<file path="config.mk">
export PLATFORM = sky130hd
export DESIGN_NAME = rtc_keyed_timekeeper
export DESIGN_NICKNAME = d
export VERILOG_FILES = /design/src/rtl/rtc_tk_pkg.sv /design/src/rtl/rtc_frac_prescaler.sv /design/src/rtl/rtc_wrap_stage.sv /design/src/rtl/rtc_key_gate.sv /design/src/rtl/rtc_keyed_timekeeper.sv
export SDC_FILE = /design/constraint.sdc
export NUM_CORES = 1
export LEC_CHECK = 0
export ABC_AREA = 1
export CAP_MARGIN = 10
export CORE_ASPECT_RATIO = 0.75
export CORE_MARGIN = 2
export CORE_UTILIZATION = 55
export DETAILED_ROUTE_END_ITERATION = 10
export DONT_BUFFER_PORTS = 1
export HOLD_SLACK_MARGIN = 0.15
export PLACE_DENSITY = 0.66
export SLEW_MARGIN = 20
export SYNTH_ARGS = -nofsm -noshare
export SYNTH_HDL_FRONTEND = slang
export SYNTH_HIERARCHICAL = 1
export SYNTH_SLANG_ARGS = --single-unit
</file>
<file path="constraint.sdc">
create_clock -name clk -period 6.4 [get_ports clk]
set_input_delay 0.32 -clock clk [delete_from_list [all_inputs] [get_ports clk]]
set_output_delay 0.32 -clock clk [all_outputs]
set_load 0.01 [all_outputs]
</file>
<file path="src/rtl/rtc_tk_pkg.sv">
// Shared constants for the key-protected real-time clock timekeeper.
// Assumes an 8-bit register port. The four timekeeping counters sit at
// consecutive addresses, hundredths first.
package rtc_tk_pkg;

    localparam int DW     = 8;
    localparam int AW     = 8;
    localparam int NSTAGE = 4;

    localparam logic [AW-1:0] A_CFG  = 8'h00;
    localparam logic [AW-1:0] A_HUND = 8'h01;
    localparam logic [AW-1:0] A_SEC  = 8'h02;
    localparam logic [AW-1:0] A_MIN  = 8'h03;
    localparam logic [AW-1:0] A_HOUR = 8'h04;
    localparam logic [AW-1:0] A_KEY  = 8'h08;

    localparam int CFG_WIDE_BIT = 0;
    localparam int CFG_MID_BIT  = 7;

    // Last value before wrap for each stage. Only the hour stage depends on the mode.
    function automatic logic [DW-1:0] stage_last(input int idx, input logic wide);
        case (idx)
            0:       return DW'(99);
            1, 2:    return DW'(59);
            default: return wide ? DW'(255) : DW'(23);
        endcase
    endfunction

endpackage

</file>
<file path="src/rtl/rtc_frac_prescaler.sv">
// Fractional divider: emits a one-cycle tick TICK_HZ times per SRC_HZ cycles.
// It uses a phase accumulator, so periods alternate between floor and ceil of
// SRC_HZ/TICK_HZ. Assumes TICK_HZ < SRC_HZ.
module rtc_frac_prescaler #(
    parameter int SRC_HZ  = 32768,
    parameter int TICK_HZ = 100
) (
    input  logic clk,
    input  logic rst_n,
    output logic tick
);
    localparam int ACC_W = $clog2(SRC_HZ + TICK_HZ + 1);
    localparam logic [ACC_W-1:0] STEP   = ACC_W'(TICK_HZ);
    localparam logic [ACC_W-1:0] MODULO = ACC_W'(SRC_HZ);
    localparam logic [ACC_W-1:0] THRESH = ACC_W'(SRC_HZ - TICK_HZ);
    localparam int PER_LO = SRC_HZ / TICK_HZ;
    localparam int GAP_W  = $clog2(PER_LO + 2);

    logic [ACC_W-1:0] acc_q;

    // Tick whenever adding one more step would reach the modulus.
    always_comb tick = (acc_q >= THRESH);

    // Advance the phase accumulator, removing one modulus per tick.
    always_ff @(posedge clk) begin
        if (!rst_n)    acc_q <= '0;
        else if (tick) acc_q <= acc_q + STEP - MODULO;
        else           acc_q <= acc_q + STEP;
    end

    // Checker state: cycles since the last tick, and whether one was seen.
    logic [GAP_W-1:0] gap_q;
    logic             seen_q;
    always_ff @(posedge clk) begin
        if (!rst_n) begin
            gap_q  <= '0;
            seen_q <= 1'b0;
        end else if (tick) begin
            gap_q  <= '0;
            seen_q <= 1'b1;
        end else if (gap_q != '1) begin
            gap_q  <= gap_q + 1'b1;
        end
    end

    p_tick_period_r2: assert property (@(posedge clk) disable iff (!rst_n)
        (tick && seen_q) |-> (gap_q == GAP_W'(PER_LO - 1) || gap_q == GAP_W'(PER_LO)));

    p_acc_bound_r2: assert property (@(posedge clk) disable iff (!rst_n)
        acc_q < MODULO);

endmodule

</file>
<file path="src/rtl/rtc_wrap_stage.sv">
// One counter of the time chain. On carry-in it steps by one, or returns to
// 0 when at or above last_val. A write replaces the count. carry_out reflects
// the count before any write in that cycle, so a carry already leaving still
// propagates.
module rtc_wrap_stage #(
    parameter int W = 8
) (
    input  logic         clk,
    input  logic         rst_n,
    input  logic         carry_in,
    input  logic [W-1:0] last_val,
    input  logic         wr_en,
    input  logic [W-1:0] wr_data,
    output logic [W-1:0] value,
    output logic         carry_out
);
    logic at_end;

    // Wrap condition also catches out-of-range written values.
    always_comb at_end = (value >= last_val);
    always_comb carry_out = carry_in && at_end;

    // Update the count: a write wins, otherwise step or wrap on carry.
    always_ff @(posedge clk) begin
        if (!rst_n)        value <= '0;
        else if (wr_en)    value <= wr_data;
        else if (carry_in) value <= at_end ? '0 : value + 1'b1;
    end

    p_wrap_zero_r12: assert property (@(posedge clk) disable iff (!rst_n)
        (carry_in && !wr_en && value >= last_val) |=> (value == '0));

    p_step_r3: assert property (@(posedge clk) disable iff (!rst_n)
        (carry_in && !wr_en && value < last_val) |=> (value == $past(value) + 1'b1));

    p_hold_r6: assert property (@(posedge clk) disable iff (!rst_n)
        (!carry_in && !wr_en) |=> $stable(value));

endmodule

</file>
<file path="src/rtl/rtc_key_gate.sv">
// Write-protection key. The key register is loaded by key_wr. A timekeeping
// write request is granted only while the key equals KEY_VALUE. The key then
// clears itself after each grant. Assumes key_wr and tk_wr_req never coincide,
// since both come from address decode.
module rtc_key_gate #(
    parameter int            W         = 8,
    parameter logic [W-1:0]  KEY_VALUE = 8'hEA
) (
    input  logic         clk,
    input  logic         rst_n,
    input  logic         key_wr,
    input  logic [W-1:0] key_wdata,
    input  logic         tk_wr_req,
    output logic [W-1:0] key_q,
    output logic         tk_wr_ok
);
    // Grant only against a matching key.
    always_comb tk_wr_ok = tk_wr_req && (key_q == KEY_VALUE);

    // Load on key write, drop the unlock after each granted write.
    always_ff @(posedge clk) begin
        if (!rst_n)        key_q <= '0;
        else if (key_wr)   key_q <= key_wdata;
        else if (tk_wr_ok) key_q <= '0;
    end

    p_relock_r5: assert property (@(posedge clk) disable iff (!rst_n)
        (tk_wr_ok && !key_wr) |=> (key_q == '0));

    p_key_hold_r6: assert property (@(posedge clk) disable iff (!rst_n)
        (!key_wr && !tk_wr_ok) |=> $stable(key_q));

endmodule

</file>
<file path="src/rtl/rtc_keyed_timekeeper.sv">
// Top of the key-protected real-time clock timekeeper. It chains four wrap
// stages behind a fractional prescaler and decodes a synchronous register port
// with live combinational reads. Timekeeping writes are gated by the key. The
// hour wrap sets a sticky midnight flag and sends a one-cycle pulse. Assumes
// clk is the 32.768 kHz timekeeping clock.
module rtc_keyed_timekeeper
    import rtc_tk_pkg::*;
#(
    parameter int            SRC_HZ    = 32768,
    parameter int            TICK_HZ   = 100,
    parameter logic [DW-1:0] KEY_VALUE = 8'hEA
) (
    input  logic          clk,
    input  logic          rst_n,
    input  logic          bus_we,
    input  logic [AW-1:0] bus_addr,
    input  logic [DW-1:0] bus_wdata,
    output logic [DW-1:0] bus_rdata,
    output logic          midnight_pulse
);
    localparam int FLAT_W = NSTAGE * DW;

    logic              tick;
    logic [NSTAGE:0]   carry;
    logic [DW-1:0]     cnt_q [NSTAGE];
    logic [FLAT_W-1:0] cnt_flat;
    logic              wide_mode;
    logic              mid_flag;
    logic              is_tk, tk_wr_req, key_wr, cfg_wr, tk_wr_ok;
    logic [DW-1:0]     key_q;

    // Decode the register port into write classes.
    always_comb begin
        is_tk     = (bus_addr >= A_HUND) && (bus_addr <= A_HOUR);
        tk_wr_req = bus_we && is_tk;
        key_wr    = bus_we && (bus_addr == A_KEY);
        cfg_wr    = bus_we && (bus_addr == A_CFG);
    end

    rtc_frac_prescaler #(.SRC_HZ(SRC_HZ), .TICK_HZ(TICK_HZ)) u_presc (
        .clk   (clk),
        .rst_n (rst_n),
        .tick  (tick)
    );

    rtc_key_gate #(.W(DW), .KEY_VALUE(KEY_VALUE)) u_key (
        .clk       (clk),
        .rst_n     (rst_n),
        .key_wr    (key_wr),
        .key_wdata (bus_wdata),
        .tk_wr_req (tk_wr_req),
        .key_q     (key_q),
        .tk_wr_ok  (tk_wr_ok)
    );

    assign carry[0] = tick;

    // Counter chain: stage i sits at A_HUND + i and wraps at stage_last(i).
    for (genvar i = 0; i < NSTAGE; i++) begin : g_stage
        localparam logic [AW-1:0] STAGE_ADDR = A_HUND + AW'(i);
        logic          st_wr;
        logic [DW-1:0] st_last;

        always_comb st_wr   = tk_wr_ok && (bus_addr == STAGE_ADDR);
        always_comb st_last = stage_last(i, wide_mode);

        rtc_wrap_stage #(.W(DW)) u_stage (
            .clk       (clk),
            .rst_n     (rst_n),
            .carry_in  (carry[i]),
            .last_val  (st_last),
            .wr_en     (st_wr),
            .wr_data   (bus_wdata),
            .value     (cnt_q[i]),
            .carry_out (carry[i+1])
        );

        assign cnt_flat[i*DW +: DW] = cnt_q[i];
    end

    // Hour-mode bit follows configuration writes.
    always_ff @(posedge clk) begin
        if (!rst_n)      wide_mode <= 1'b0;
        else if (cfg_wr) wide_mode <= bus_wdata[CFG_WIDE_BIT];
    end

    // Sticky midnight flag: the event sets it (and wins), a written 0 clears it.
    always_ff @(posedge clk) begin
        if (!rst_n)                                 mid_flag <= 1'b0;
        else if (carry[NSTAGE])                     mid_flag <= 1'b1;
        else if (cfg_wr && !bus_wdata[CFG_MID_BIT]) mid_flag <= 1'b0;
    end

    // One-cycle midnight pulse aligned with the wrapped hour value.
    always_ff @(posedge clk) begin
        if (!rst_n) midnight_pulse <= 1'b0;
        else        midnight_pulse <= carry[NSTAGE];
    end

    // Live read multiplexer.
    always_comb begin
        bus_rdata = '0;
        case (bus_addr)
            A_CFG: begin
                bus_rdata[CFG_MID_BIT]  = mid_flag;
                bus_rdata[CFG_WIDE_BIT] = wide_mode;
            end
            A_HUND:  bus_rdata = cnt_q[0];
            A_SEC:   bus_rdata = cnt_q[1];
            A_MIN:   bus_rdata = cnt_q[2];
            A_HOUR:  bus_rdata = cnt_q[3];
            A_KEY:   bus_rdata = key_q;
            default: bus_rdata = '0;
        endcase
    end

    p_pulse_flag_r10: assert property (@(posedge clk) disable iff (!rst_n)
        midnight_pulse |-> mid_flag);

    p_pulse_single_r10: assert property (@(posedge clk) disable iff (!rst_n)
        midnight_pulse |=> !midnight_pulse);

    p_flag_rise_r9: assert property (@(posedge clk) disable iff (!rst_n)
        $rose(mid_flag) |-> midnight_pulse);

    p_locked_write_r6: assert property (@(posedge clk) disable iff (!rst_n)
        (tk_wr_req && key_q != KEY_VALUE && !tick) |=> $stable(cnt_flat));

    p_key_accept_r4: assert property (@(posedge clk) disable iff (!rst_n)
        (tk_wr_req && key_q == KEY_VALUE && bus_addr == A_SEC) |=> (cnt_q[1] == $past(bus_wdata)));

    p_midnight_hour_zero_r7: assert property (@(posedge clk) disable iff (!rst_n)
        (midnight_pulse && !$past(tk_wr_ok && bus_addr == A_HOUR)) |-> (cnt_q[3] == '0));

endmodule

</file>
* Yosys cells after proc, flatten, opt, wreduce, memory -nomap -nowiden
Cells that the tools add are included.
Widths: inputs -> output; s select.
** Operators by class
- Add/sub/neg operators :: 6
- $mul :: 0
- Div/mod/pow operators :: 0
- Magnitude comparators :: 7
- Equality and inequality tests :: 6
- Shift-type cells :: 0
- Multiplexer cells :: 21
- Bitwise gates (word level) :: 0
- Reduce and logical (&&, ||, !) cells :: 22
** Operators by type and width (number)
- $mux 8 :: 15
- $add 8x1->8 const B :: 4
- $pmux 6 s5 :: 1
- $add 16x7->16 const B :: 1
- $eq 8x2->1 const B :: 2
- $ge 16x15->1 const B :: 1
- $ge 8x6->1 const B :: 2
- $mux 16 :: 1
- $sub 16x16->16 const B :: 1
- $logic_and 1x1->1 :: 14
- $pmux 1 s6 :: 2
- $reduce_bool 2->1 :: 6
- $eq 8x1->1 const B :: 1
- $eq 8x3->1 const B :: 1
- $eq 8x4->1 const B :: 1
- $eq 8x8->1 const B :: 1
- $ge 8x1->1 const B :: 1
- $ge 8x7->1 const B :: 1
- $ge 8x8->1 :: 1
- $le 8x3->1 const B :: 1
- $logic_not 8->1 :: 1
- $mux 1 :: 2
- $logic_not 1->1 :: 1
** Storage, ports and cells
- Flip-flop bits (word level) :: 59
- Latch bits :: 0
- RAM bits :: 0
- Bits in read-only memories :: 0
- Bits of input ports :: 19
- Output and inout bits :: 9
- Logic and storage cells :: 71
- Memories :: 0

* Logic depth before layout (Yosys ltp)
- Word-level depth :: 6
- Mapped depth :: 23

* Cells and area by module
Netlist, hierarchy kept.
** Modules (own cells, without submodules)
- rtc_wrap_stage :: times used 4, cells each 110, area each 769.5 µm², sequential area each 160.2 µm²
- rtc_keyed_timekeeper :: times used 1, cells each 135, area each 757.0 µm², sequential area each 60.1 µm²
- rtc_frac_prescaler :: times used 1, cells each 85, area each 656.9 µm², sequential area each 280.3 µm²
- rtc_key_gate :: times used 1, cells each 44, area each 340.3 µm², sequential area each 160.2 µm²

* Least setup slack after synthesis
No wires, ideal clock.
- Path type :: input to register
- Start point :: input bus_addr[4]
- End point :: register g_stage[1].u_stage.value[4]
- Setup time :: 0.123 ns
- Data arrival time :: 2.253 ns
- Required time :: 6.277 ns
- Path slack :: 4.024 ns
- Stages on the path :: 19
- Path buffers :: 2
- Cells stage by stage :: nor2_1 > nand2_2 > inv_4 > clkbuf_8 > o21ai_2 > nor3_1 > nand2_1 > nor2_2 > nand3_4 > inv_1 > inv_1 > nor4_1 > buf_6 > nor2_8 > inv_2 > nor2_1 > o21a_1 > nand3_1 > a21oi_2
** On the way
- Word-level cells in the longest chain between the ends :: 6
** Ends and longest elaborated chain
- from (decl) :: RTL line rtc_keyed_timekeeper.sv:16 : input logic [AW-1:0] bus_addr,
- $ge 8x1->1 or $le 8x3->1 (tied branches) :: RTL line rtc_keyed_timekeeper.sv:34 : is_tk = (bus_addr >= A_HUND) && (bus_addr <= A_HOUR);
- $logic_and 1x1->1 (*) :: RTL line rtc_keyed_timekeeper.sv:34
- $logic_and 1x1->1 (*) :: RTL line rtc_keyed_timekeeper.sv:35 : tk_wr_req = bus_we && is_tk;
- net tk_wr_req :: RTL line rtc_keyed_timekeeper.sv:29 : logic is_tk, tk_wr_req, key_wr, cfg_wr, tk_wr_ok;
- $logic_and 1x1->1 (*) :: RTL line rtc_key_gate.sv:18 : always_comb tk_wr_ok = tk_wr_req && (key_q == KEY_VALUE);
- net tk_wr_ok :: RTL line rtc_keyed_timekeeper.sv:29
- $logic_and 1x1->1 (*) :: RTL line rtc_keyed_timekeeper.sv:64 : always_comb st_wr = tk_wr_ok && (bus_addr == STAGE_ADDR);
- net g_stage[1].st_wr :: RTL line rtc_keyed_timekeeper.sv:61 : logic st_wr;
- $mux 8 or $reduce_bool 2->1 (tied branches)
- to (signal assigned) :: RTL line rtc_wrap_stage.sv:26 : else if (wr_en) value <= wr_data;
- to (signal assigned) :: RTL line rtc_wrap_stage.sv:27 : else if (carry_in) value <= at_end ? '0 : value + 1'b1;
- to (decl) :: RTL line rtc_wrap_stage.sv:14 : output logic [W-1:0] value,
The timed path passes the listed nets; every way through them passes the cells marked *.
A chain may end at the register's enable or synchronous reset.

* Worst setup path after layout
- Start point :: input bus_addr[4]
- End point :: register g_stage[0].u_stage.value[3]
** On the way
- Word-level cells in the longest chain between the ends :: 6
** Ends and longest elaborated chain (RTL line)
- $ge 8x1->1 or $le 8x3->1 (tied branches) :: rtc_keyed_timekeeper.sv:34
- $logic_and 1x1->1 (*) :: rtc_keyed_timekeeper.sv:34
- $logic_and 1x1->1 (*) :: rtc_keyed_timekeeper.sv:35
- net tk_wr_req :: rtc_keyed_timekeeper.sv:29
- $logic_and 1x1->1 (*) :: rtc_key_gate.sv:18
- net tk_wr_ok :: rtc_keyed_timekeeper.sv:29
- $logic_and 1x1->1 (*) :: rtc_keyed_timekeeper.sv:64
- net g_stage[0].st_wr :: rtc_keyed_timekeeper.sv:61
- $mux 8 or $reduce_bool 2->1 (tied branches)
- to (signal assigned) :: rtc_wrap_stage.sv:26
- to (signal assigned) :: rtc_wrap_stage.sv:27
- to (decl) :: rtc_wrap_stage.sv:14
Marks and branches as above.

==> results.sh <==
export IMPL_grt_max_degree=41
export IMPL_tightest_slew_ps=1020
export IMPL_syn_cell_area_sq_mm=0.00483
export IMPL_cts_clk_slew_worst_paths_ps=50
export IMPL_setup_viol=0
export IMPL_start_util=0.569
export IMPL_coreArea_sq_mm=0.00849
export IMPL_clk_latency_ps=330
export IMPL_synth_top_area_frac=0.236
export IMPL_power_leakage_nw=2.41
export IMPL_wire_per_inst_microns=15.0
export IMPL_end_kind="flop"
export IMPL_htree_levels=3
export IMPL_ant_nets=0
export IMPL_n_antenna_cell=0
export IMPL_yosysSeqAreaShare=0.236
export IMPL_clockBufferDepth=2
export IMPL_setup_tns_ps=0
export IMPL_drive_gt1_frac=0.168
export IMPL_yosys_warnings=6
export IMPL_port_buffers=0
export IMPL_grt_usage=0.270
export IMPL_slew_headroom=0.319
export IMPL_hpwlAfterDp_mm=9.17
export IMPL_path_class="input port to flop"
export IMPL_final_hold_viol_count=0
export IMPL_power_total_mw=0.993
export IMPL_fin_ws_ps=3490
export IMPL_ys_types=34
export IMPL_status="finished clean"
export IMPL_rows=29
export IMPL_cts_sinks=57
export IMPL_grt_pass1_vias=4170
export IMPL_area_growth_pct=12.1
export IMPL_avgSynthCellArea_sq_um=6.86
export IMPL_critical_path_startpoint_type="input port"
export IMPL_ys_top_cells_by_area="dfxtp_1, ha_1, nand2_1, nand3_1, a21oi_1"
export IMPL_vias=4619
export IMPL_ios=28
export IMPL_period_needed_ps=2910
export IMPL_numCtsBuffers=9
export IMPL_ys_ff_latch=57
export IMPL_fillers=794
export IMPL_dr_first_iter_drc_count=520
export IMPL_rsz0062_at_grt="no"
export IMPL_root_buffer="clkbuf_16"
export IMPL_power_density_mw_per_mm2=183
export IMPL_via_per_inst=5.43
export IMPL_cts_resized=0
export IMPL_gp_congestion=0.955
export IMPL_cp_max_fo=40
export IMPL_hold_class="input port to flop"
export IMPL_die_h_microns=85.2
export IMPL_place_ws_ps=3090
export IMPL_vdd_drop_max_v=0.000207
export IMPL_drcViolationCount=0
export IMPL_clock_fmax_mhz=343
export IMPL_tritoncts="built"
export IMPL_maxSlewViolCount=0
export IMPL_wl_mm=12.8
export IMPL_drtPass1Iterations=6
export IMPL_antenna_found_initial=0
export IMPL_cp_required_ps=6610
export IMPL_syn_inst=704
export IMPL_die_area_sq_mm=0.00956
export IMPL_period_share=0.455
export IMPL_grt_pass1_wl_mm=20.5
export IMPL_synth_largest_area_cell="dfxtp_1"
export IMPL_drv_cap=0
export IMPL_fin_nets=794
export IMPL_die_w_microns=112
export IMPL_skew_ps=7.47
export IMPL_cp_arrival_ps=3120
export IMPL_gr_total_overflow=0
[path summary, 6_finish.rpt]
check,slack (ps),depth (start not counted),endpoint,startpoint
setup / recovery,3490,14,g_stage[0].u_stage/value[3],bus_addr[4]
hold / removal,180,2,u_key/key_q[0],bus_wdata[0]
setup reg to reg,3560,18,g_stage[3].u_stage/value[4],u_presc/acc_q[2]
hold reg to reg,460,1,u_presc/acc_q[2],u_presc/acc_q[2]
[state kept, by name, indices dropped and copies added, names as in the netlist]
| signal | count |
|---|---|
| g_stage.u_stage/value | 32 |
| u_key/key_q | 8 |
| wide_mode | 1 |
| midnight_pulse | 1 |
| mid_flag | 1 |
| u_presc/acc_q | 14 |
[logic make-up after synthesis]
kind of cell,Yosys count,share of synthesized area
fa+ha+maj,37,0.0958
buf+inv,122,0.112
compound gates,131,0.163
simple gates,355,0.392
flops,57,0.236
other cells,2,0.00155
[power breakdown]
part | total (mW) | switching [mW] | internal (mW)
combinational | 0.0602 | 0.0406 | 0.0195
sequential | 0.364 | 0.00444 | 0.360
clock | 0.569 | 0.167 | 0.402
total | 0.993 | 0.212 | 0.781
[layer usage]
layer,up-vias,part of all wire,track usage
met3,21,0.087,0.0643
met1,2054,0.46,0.376
met2,185,0.44,0.428
li1,2359,-,-
met5,-,0,0
met4,0,0.012,0.0643
[cell usage after synthesis (all sizes together)]
| cell | n |
|---|---|
| nand2 | 150 |
| inv | 108 |
| nor2 | 102 |
| nand3 | 88 |
| a21oi | 75 |
| dfxtp | 57 |
| ha | 37 |
| a22oi | 32 |
| o21ai | 16 |
| buf | 11 |
| o21a | 8 |
| nor3b | 4 |
| nand3b | 3 |
| nand4 | 3 |
| nor3 | 3 |
| clkbuf | 2 |
| conb | 2 |
| nor4 | 2 |
| clkinv | 1 |
[per-stage QoR]
| stage | area, sq um | util | std cells | hold slack [ps] |
|---|---|---|---|---|
| floorplan | 4930 | - | 730 | 413 |
| global placement | 4960 | 0.584 | 826 | 423 |
| detailed placement | 4960 | 0.584 | 826 | 421 |
| CTS | 5410 | 0.637 | 851 | 164 |
| global route | 5420 | 0.638 | 851 | 191 |
| finish | 5420 | 0.638 | 851 | 179 |
[critical path: stages]
cell and delay, ps:
nor2_1 110, nand2_2 150, inv_4 340, o21ai_2 100, nor3_1 180, nand2_1 90, nor2_2 130, nand3_4 130
inv_1 80, inv_1 110, nor2_1 800, nor2_2 230, a22oi_1 240, a21oi_1 100
[placed cells by master (no fill, tap or decap), types with 3 or more instances in the layout]
cell type,Yosys,routed
nor2_1,72,72
o21a_1,8,8
ha_1,37,37
nand2_1,116,116
nand4_1,3,3
dfxtp_1,57,57
o21ai_0,14,14
nor2_4,12,12
a21oi_1,67,67
nor2_2,11,11
inv_2,23,23
a21oi_2,8,8
nand2_4,7,7
nand3_1,85,85
nor2_8,7,7
clkbuf_16,0,9
nand2_2,27,27
dlygate4sd3_1,0,9
inv_1,83,83
conb_1,2,28
nor3_1,3,3
a22oi_1,32,32
bufinv_16,0,3
nor3b_2,4,4
[area by class of cell]
class	count	area, sq um	area share
clock buffers	12	256	0.0474
clock inverters	4	98.8	0.0183
inverters	109	415	0.0767
multi-input cells	551	3270	0.604
flip-flops and latches	57	1140	0.211
well taps	108	135	0.0250
repair buffers	10	97.6	0.0180
[timing repair]
item                                   CTS  global route
endpoints found under the hold margin   19             0
buffers inserted                         0             0
hold buffers                             9             0
Note: power is estimated with default switching activity, not from simulation.
